==> src/rtl/loopcnt_pkg.sv <==
package loopcnt_pkg;

    // Operation applied to the stack storage in one cycle
    typedef enum logic [1:0] {
        OP_NONE = 2'd0,
        OP_PUSH = 2'd1,
        OP_POP  = 2'd2,
        OP_LOAD = 2'd3
    } stk_op_e;

    localparam logic SEL_CUR   = 1'b0;
    localparam logic SEL_STAGE = 1'b1;

endpackage

==> src/rtl/loopcnt_store.sv <==
module loopcnt_store
    import loopcnt_pkg::*;
#(
    parameter int DEPTH = 6,
    parameter int W     = 32
) (
    input  logic                             clk,
    input  logic                             rst,
    input  stk_op_e                          op,
    input  logic [W-1:0]                     push_val,
    input  logic [W-1:0]                     load_val,
    output logic [W-1:0]                     top_o,
    output logic [$clog2(DEPTH+1)-1:0]       lvl_o,
    output logic                             full_o,
    output logic                             empty_o
);
    localparam int LVL_W = $clog2(DEPTH + 1);
    localparam logic [LVL_W-1:0] LVL_MAX = LVL_W'(DEPTH);

    typedef struct packed {
        logic [DEPTH-1:0][W-1:0] ent;
        logic [LVL_W-1:0]        lvl;
    } store_t;

    store_t st_d, st_q;
    logic [W-1:0] ent_nx [DEPTH];
    logic full_w, empty_w;

    assign full_w  = (st_q.lvl == LVL_MAX);
    assign empty_w = (st_q.lvl == '0);

    // Per-slot next value: shift down on push, shift up on pop
    for (genvar i = 0; i < DEPTH; i++) begin : g_slot
        logic [W-1:0] above, below;
        if (i == 0) begin : g_first
            assign above = push_val;
        end else begin : g_mid
            assign above = st_q.ent[i-1];
        end
        if (i == DEPTH - 1) begin : g_last
            assign below = '0;
        end else begin : g_inner
            assign below = st_q.ent[i+1];
        end
        always_comb begin
            ent_nx[i] = st_q.ent[i];
            unique case (op)
                OP_PUSH: if (!full_w)  ent_nx[i] = above;
                OP_POP:  if (!empty_w) ent_nx[i] = below;
                OP_LOAD: if (!empty_w && i == 0) ent_nx[i] = load_val;
                default: ent_nx[i] = st_q.ent[i];
            endcase
        end
    end

    always_comb begin
        st_d = st_q;
        for (int k = 0; k < DEPTH; k++) begin
            st_d.ent[k] = ent_nx[k];
        end
        if (op == OP_PUSH && !full_w) begin
            st_d.lvl = st_q.lvl + 1'b1;
        end else if (op == OP_POP && !empty_w) begin
            st_d.lvl = st_q.lvl - 1'b1;
        end
    end

    always_ff @(posedge clk) begin
        if (rst) begin
            st_q <= '0;
        end else begin
            st_q <= st_d;
        end
    end

    assign top_o   = st_q.ent[0];
    assign lvl_o   = st_q.lvl;
    assign full_o  = full_w;
    assign empty_o = empty_w;

    // occupancy never exceeds the stack depth
    a_r1_level_bound: assert property (@(posedge clk) disable iff (rst)
        st_q.lvl <= LVL_MAX);

    // a push on a full stack keeps the top entry and stays full
    a_r3_full_push_keeps: assert property (@(posedge clk) disable iff (rst)
        (op == OP_PUSH && full_w) |=> (full_o && top_o == $past(top_o)));

    // a pop on an empty stack leaves it empty
    a_r6_pop_empty_noop: assert property (@(posedge clk) disable iff (rst)
        (op == OP_POP && empty_w) |=> empty_o);

endmodule

==> src/rtl/loopcnt_flags.sv <==
module loopcnt_flags (
    input  logic clk,
    input  logic rst,
    input  logic set_i,
    input  logic clr_i,
    output logic ovf_o
);
    typedef struct packed {
        logic ovf;
    } flag_t;

    flag_t fl_d, fl_q;

    always_comb begin
        fl_d = fl_q;
        if (clr_i) fl_d.ovf = 1'b0;
        if (set_i) fl_d.ovf = 1'b1;
    end

    always_ff @(posedge clk) begin
        if (rst) begin
            fl_q <= '0;
        end else begin
            fl_q <= fl_d;
        end
    end

    assign ovf_o = fl_q.ovf;

    // the flag holds until an explicit clear
    a_r4_ovf_sticky: assert property (@(posedge clk) disable iff (rst)
        (ovf_o && !clr_i) |=> ovf_o);

    // an overflow event is always recorded
    a_r3_ovf_set: assert property (@(posedge clk) disable iff (rst)
        set_i |=> ovf_o);

endmodule

==> src/rtl/loopcnt_ctrl.sv <==
module loopcnt_ctrl
    import loopcnt_pkg::*;
#(
    parameter int W = 32
) (
    input  logic          push_i,
    input  logic          pop_i,
    input  logic          dec_i,
    input  logic          cur_wr_i,
    input  logic [W-1:0]  wr_data_i,
    input  logic [W-1:0]  top_i,
    input  logic          empty_i,
    output stk_op_e       op_o,
    output logic [W-1:0]  load_val_o,
    output logic          term_o
);
    localparam logic [W-1:0] LAST_CNT = W'(1);

    logic at_last;
    assign at_last = (top_i == LAST_CNT);

    // Fixed priority: push, pop, test point, live-count write
    always_comb begin
        op_o       = OP_NONE;
        load_val_o = wr_data_i;
        term_o     = 1'b0;
        if (push_i) begin
            op_o = OP_PUSH;
        end else if (pop_i) begin
            op_o = OP_POP;
        end else if (dec_i && !empty_i) begin
            if (at_last) begin
                op_o   = OP_POP;
                term_o = 1'b1;
            end else begin
                op_o       = OP_LOAD;
                load_val_o = top_i - 1'b1;
            end
        end else if (cur_wr_i && !empty_i) begin
            op_o = OP_LOAD;
        end
    end

endmodule

==> src/rtl/loopcnt_stack.sv <==
module loopcnt_stack
    import loopcnt_pkg::*;
#(
    parameter int DEPTH = 6,
    parameter int W     = 32
) (
    input  logic          clk,
    input  logic          rst,
    input  logic          push_i,
    input  logic          pop_i,
    input  logic          dec_i,
    input  logic          wr_en_i,
    input  logic          wr_sel_i,
    input  logic [W-1:0]  wr_data_i,
    input  logic          rd_sel_i,
    output logic [W-1:0]  rd_data_o,
    input  logic          clr_ovf_i,
    output logic          term_o,
    output logic          full_o,
    output logic          empty_o,
    output logic          ovf_o
);
    localparam int LVL_W = $clog2(DEPTH + 1);

    typedef struct packed {
        logic [W-1:0] stage;
    } regs_t;

    regs_t rg_d, rg_q;
    stk_op_e op_w;
    logic [W-1:0] load_w, top_w;
    logic [LVL_W-1:0] lvl_w;
    logic full_w, empty_w, cur_wr_w;

    assign cur_wr_w = wr_en_i && (wr_sel_i == SEL_CUR);

    always_comb begin
        rg_d = rg_q;
        if (wr_en_i && wr_sel_i == SEL_STAGE) rg_d.stage = wr_data_i;
    end

    always_ff @(posedge clk) begin
        if (rst) begin
            rg_q <= '0;
        end else begin
            rg_q <= rg_d;
        end
    end

    loopcnt_ctrl #(.W(W)) u_ctrl (
        .push_i     (push_i),
        .pop_i      (pop_i),
        .dec_i      (dec_i),
        .cur_wr_i   (cur_wr_w),
        .wr_data_i  (wr_data_i),
        .top_i      (top_w),
        .empty_i    (empty_w),
        .op_o       (op_w),
        .load_val_o (load_w),
        .term_o     (term_o)
    );

    loopcnt_store #(.DEPTH(DEPTH), .W(W)) u_store (
        .clk      (clk),
        .rst      (rst),
        .op       (op_w),
        .push_val (rg_q.stage),
        .load_val (load_w),
        .top_o    (top_w),
        .lvl_o    (lvl_w),
        .full_o   (full_w),
        .empty_o  (empty_w)
    );

    loopcnt_flags u_flags (
        .clk   (clk),
        .rst   (rst),
        .set_i (op_w == OP_PUSH && full_w),
        .clr_i (clr_ovf_i),
        .ovf_o (ovf_o)
    );

    always_comb begin
        if (rd_sel_i == SEL_STAGE) begin
            rd_data_o = rg_q.stage;
        end else if (empty_w) begin
            rd_data_o = '1;
        end else begin
            rd_data_o = top_w;
        end
    end

    assign full_o  = full_w;
    assign empty_o = empty_w;

    // any push leaves the stack non-empty
    a_r5_push_clears_empty: assert property (@(posedge clk) disable iff (rst)
        push_i |=> !empty_o);

    // a termination removes exactly one entry
    a_r10_term_pops: assert property (@(posedge clk) disable iff (rst)
        term_o |=> (lvl_w == $past(lvl_w) - 1'b1));

    // an ordinary test point lowers the live count by one
    a_r9_dec_step: assert property (@(posedge clk) disable iff (rst)
        (dec_i && !push_i && !pop_i && !empty_w && !term_o)
            |=> (top_w == $past(top_w) - 1'b1));

    // a test point on an empty stack never terminates
    a_r11_empty_no_term: assert property (@(posedge clk) disable iff (rst)
        (dec_i && empty_w) |-> !term_o);

endmodule

==> config.mk <==
export PLATFORM = sky130hd
export DESIGN_NAME = loopcnt_stack
export DESIGN_NICKNAME = d
export VERILOG_FILES = /design/src/rtl/loopcnt_pkg.sv /design/src/rtl/loopcnt_store.sv /design/src/rtl/loopcnt_flags.sv /design/src/rtl/loopcnt_ctrl.sv /design/src/rtl/loopcnt_stack.sv
export SDC_FILE = /design/constraint.sdc
export NUM_CORES = 1
export LEC_CHECK = 0
export BUFFER_PORTS_ARGS = -buffer_cell sky130_fd_sc_hd__clkbuf_2
export CAP_MARGIN = 20
export CORE_MARGIN = 2
export CORE_UTILIZATION = 40
export DETAILED_ROUTE_END_ITERATION = 12
export SLEW_MARGIN = 0
export SYNTH_ARGS = -nofsm -noshare
export SYNTH_HDL_FRONTEND = slang
export SYNTH_SLANG_ARGS = --single-unit
==> constraint.sdc <==
create_clock -name clk -period 11.3 [get_ports clk]
set_input_delay 1.695 -clock clk [delete_from_list [all_inputs] [get_ports clk]]
set_output_delay 1.695 -clock clk [all_outputs]
set_load 0.05 [all_outputs]
==> results by group <==
Status
  • Run status: finished, final reports clean

Hold path
  • Worst hold path type: reg2reg

Timing
  • RSZ-0062 raised after global routing: no
  • Worst Skew: 8.61 ps
  • Fmax: 186 MHz
  • Setup tns final: 0 ps
  • Final setup fails: 0
  • Final setup margin: 5930 ps
  • Final Critical Period: 5370 ps
  • Final Max Slew Viols: 0
  • Period utilisation layout: 47.5%
  • Max-slew headroom: 24.9%
  • Worst slew pin tran: 1130 ps
  • Hold Violations, Final: 0

Clock network
  • H-tree depth reported by CTS: 1
  • Clk sinks: 228
  • Root buffer cell: clkbuf_16
  • Skew-Pair Late Insertion Delay: 530 ps
  • Cts bufs inserted: 25
  • Post-cts resize count: 0
  • CTS tree: yes
  • Clock-pin transition on the worst setup and hold timing paths: 60 ps
  • Clock buffer depth: 3
  • Post-CTS setup buffers: 0
  • Post-CTS Hold Fix Bufs: 0

Synth
  • Post-synth EDFFs: 0
  • Register area share after synthesis: 40.1%
  • Post-synthesis cell count: 1369
  • FFs w/ async S/R, synth: 0%
  • Post-synth net total: 1416
  • Synth warn: 0
  • Cell taking the most area after synthesis: dfxtp_1
  • Post-Syn Area: 0.0114 mm2
  • Area share of the largest cell type after synthesis: 40.1%
  • Ys flop type: dfxtp_1
  • Most frequent cell after synthesis: dfxtp_1
  • Area contributors post-synth: dfxtp_1 40%, mux2i_1 12%, a211oi_1 8.8%
  • Synth Area per Inst: 8.31 um2
  • #FFs+latches synth: 228
  • Distinct cells, synth: 57
  • Post-synth top cells: 228 x dfxtp_1, 202 x nor2_1, 154 x nand2_1

Pwr
  • Psw: 0.00163 W
  • Sw Share: 44.9%
  • PwrDens: 286 mW/mm2
  • Clock power frac: 21.9%
  • Comb pwr share: 42.6%
  • Cell-internal power: 0.00200 W
  • Part of the power in registers: 35.5%
  • P_leak: 4.42 nW
  • VDD IR-drop max: 0.000348 V

Floorplanning
  • # IOs: 77
  • FP Rows: 61
  • Die width: 173 um
  • Die Ht: 173 um
  • Core area: 0.0279 mm2
  • Die area: 0.0298 mm2
  • Initial Util: 40.8%

Place
  • IO buf count: 76
  • Post-placement cell area: 0.0119 mm2
  • Pre-CTS WS: 5580 ps
  • Routability cong.: 0.901
  • Placed wire-length estimate: 20000 um

Global route
  • Vias in the first global route: 9392
  • Total Routing Usage GR: 21.2%
  • Largest net degree at the start of global routing: 113
  • Global-route wire length before repair: 52500 um
  • Grt ovf: 0
  • Initial antenna violation count: 0

Route
  • Routed len/inst: 18.4 um
  • Iteration-0 DRC Markers: 778
  • DR pass1 iterations: 7
  • Via count: 10.0k
  • Vias per cell: 5.69
  • Detail Route Antenna Nets: 0
  • DR DRC count: 0
  • Final WL: 32300 um

Layout
  • Final #Nets: 1411
  • Fraction of layout cells with a size suffix above 1: 11.1%
  • N_diodes: 0
  • Post-route cell area: 0.0127 mm2
  • P&R area growth vs syn: 11.7%

Setup path
  • Crit. End Element: register
  • Critical Path Start Type: register
  • Worst EP required: 11740 ps
  • Critical setup path kind: reg2reg
  • Worst Path Max Fanout: 112
  • Crit path DAT: 5810 ps

Flow run
  • Max-Cap Viols: 0
-- cell type report --
type / instances / area [um2]
clock buffers: 35 / 713
fillers: 2747 / 15100
well taps: 378 / 473
multi-input cells: 1003 / 6290
clock inverters: 10 / 82.6
flip-flops and latches: 228 / 4560
inverters: 11 / 41.3
repair buffers: 95 / 549
-- routing by layer --
layer | part of all wire [%] | vias up | global-route usage (%)
li1 | - | 4945 | -
met5 | 0 | - | 0
met4 | 2.2 | 0 | 6.53
met1 | 49 | 4711 | 31.7
met3 | 5.9 | 34 | 2.35
met2 | 43 | 319 | 31.9
-- flip-flops by register name, indices dropped and copies added (netlist names) --
signal,count
u_store.lvl_o,3
u_store.top_o,32
u_flags.ovf_o,1
rg_q,32
u_store.g_slot.below,160
-- through the flow --
stage	hold WS (ps)	cells	power [W]	util [%]
after global placement	438	1714	0.00280	42.7
after floorplan	432	1369	0.00242	-
after detailed placement	445	1714	0.00283	42.7
after CTS	451	1759	0.00363	45.5
after global routing	473	1760	0.00387	45.6
final	450	1760	0.00364	45.6
-- placed cells by master (no fill, tap or decap), types with 3 or more instances in the layout --
cell | synthesis | routed
dfxtp_1 | 228 | 228
nor2_1 | 202 | 200
nand2_1 | 154 | 154
mux2i_1 | 140 | 140
a211oi_1 | 134 | 134
a21oi_1 | 92 | 92
clkbuf_2 | 0 | 75
o21ai_0 | 60 | 60
nand3b_1 | 34 | 34
clkbuf_16 | 0 | 25
a221oi_1 | 20 | 20
nor3_1 | 18 | 18
buf_4 | 0 | 18
nand3_1 | 14 | 14
xor2_1 | 13 | 13
o211ai_1 | 13 | 13
nor4_1 | 12 | 12
inv_1 | 10 | 10
o31ai_1 | 9 | 9
xnor2_1 | 9 | 9
clkinv_2 | 0 | 7
or3_1 | 5 | 5
nor3b_1 | 5 | 5
a221o_1 | 5 | 5
clkbuf_1 | 102 | 5
clkbuf_8 | 0 | 5
nand4_1 | 4 | 4
o22ai_1 | 4 | 4
a21o_1 | 4 | 4
ha_1 | 5 | 4
a311oi_1 | 3 | 3
a31oi_1 | 3 | 3
a211o_1 | 3 | 3
o2bb2ai_1 | 3 | 3
or4_1 | 3 | 3
nor4_4 | 3 | 3
-- power by group through the flow --
stage	logic (W)	clock network [W]	registers, W
finish	0.00155	0.000796	0.00129
global route	0.00170	0.000849	0.00132
CTS	0.00154	0.000810	0.00128
detailed placement	0.00154	0	0.00130
global placement	0.00151	0	0.00129
floorplan	0.00124	0	0.00118
-- final timing paths --
check                                                 start  cells past startpoint                           to  slack, ps
worst max-delay path                       u_store.top_o[4]                     10   u_store.g_slot[0].below[6]       5930
worst max register to register             u_store.top_o[4]                     10   u_store.g_slot[0].below[6]       5930
worst min-delay path            u_store.g_slot[4].below[21]                      2  u_store.g_slot[4].below[21]        450
worst min register to register  u_store.g_slot[4].below[21]                      2  u_store.g_slot[4].below[21]        450
-- critical path, cell delays in order, from the launching register on --
cell and delay (ps):
dfxtp_1 410, nor4_4 520, nand3_4 280, or4_4 650
mux2_2 330, a21oi_2 220, ha_4 740, o211a_4 710
buf_4 900, nor2_1 120, a211oi_1 250
-- logic make-up after synthesis --
group / count (synthesis) / share of synthesized area (%)
AO/OA/AOI/OAI: 366 / 21.3
flip-flops: 228 / 40.1
AND/OR/NAND/NOR: 468 / 18.8
buffers and inverters: 138 / 4.93
multiplexers: 141 / 12.4
XOR/XNOR: 22 / 1.69
adder cells (fa/ha/maj): 6 / 0.726
No activity file was read; power rests on OpenSTA's default activity.
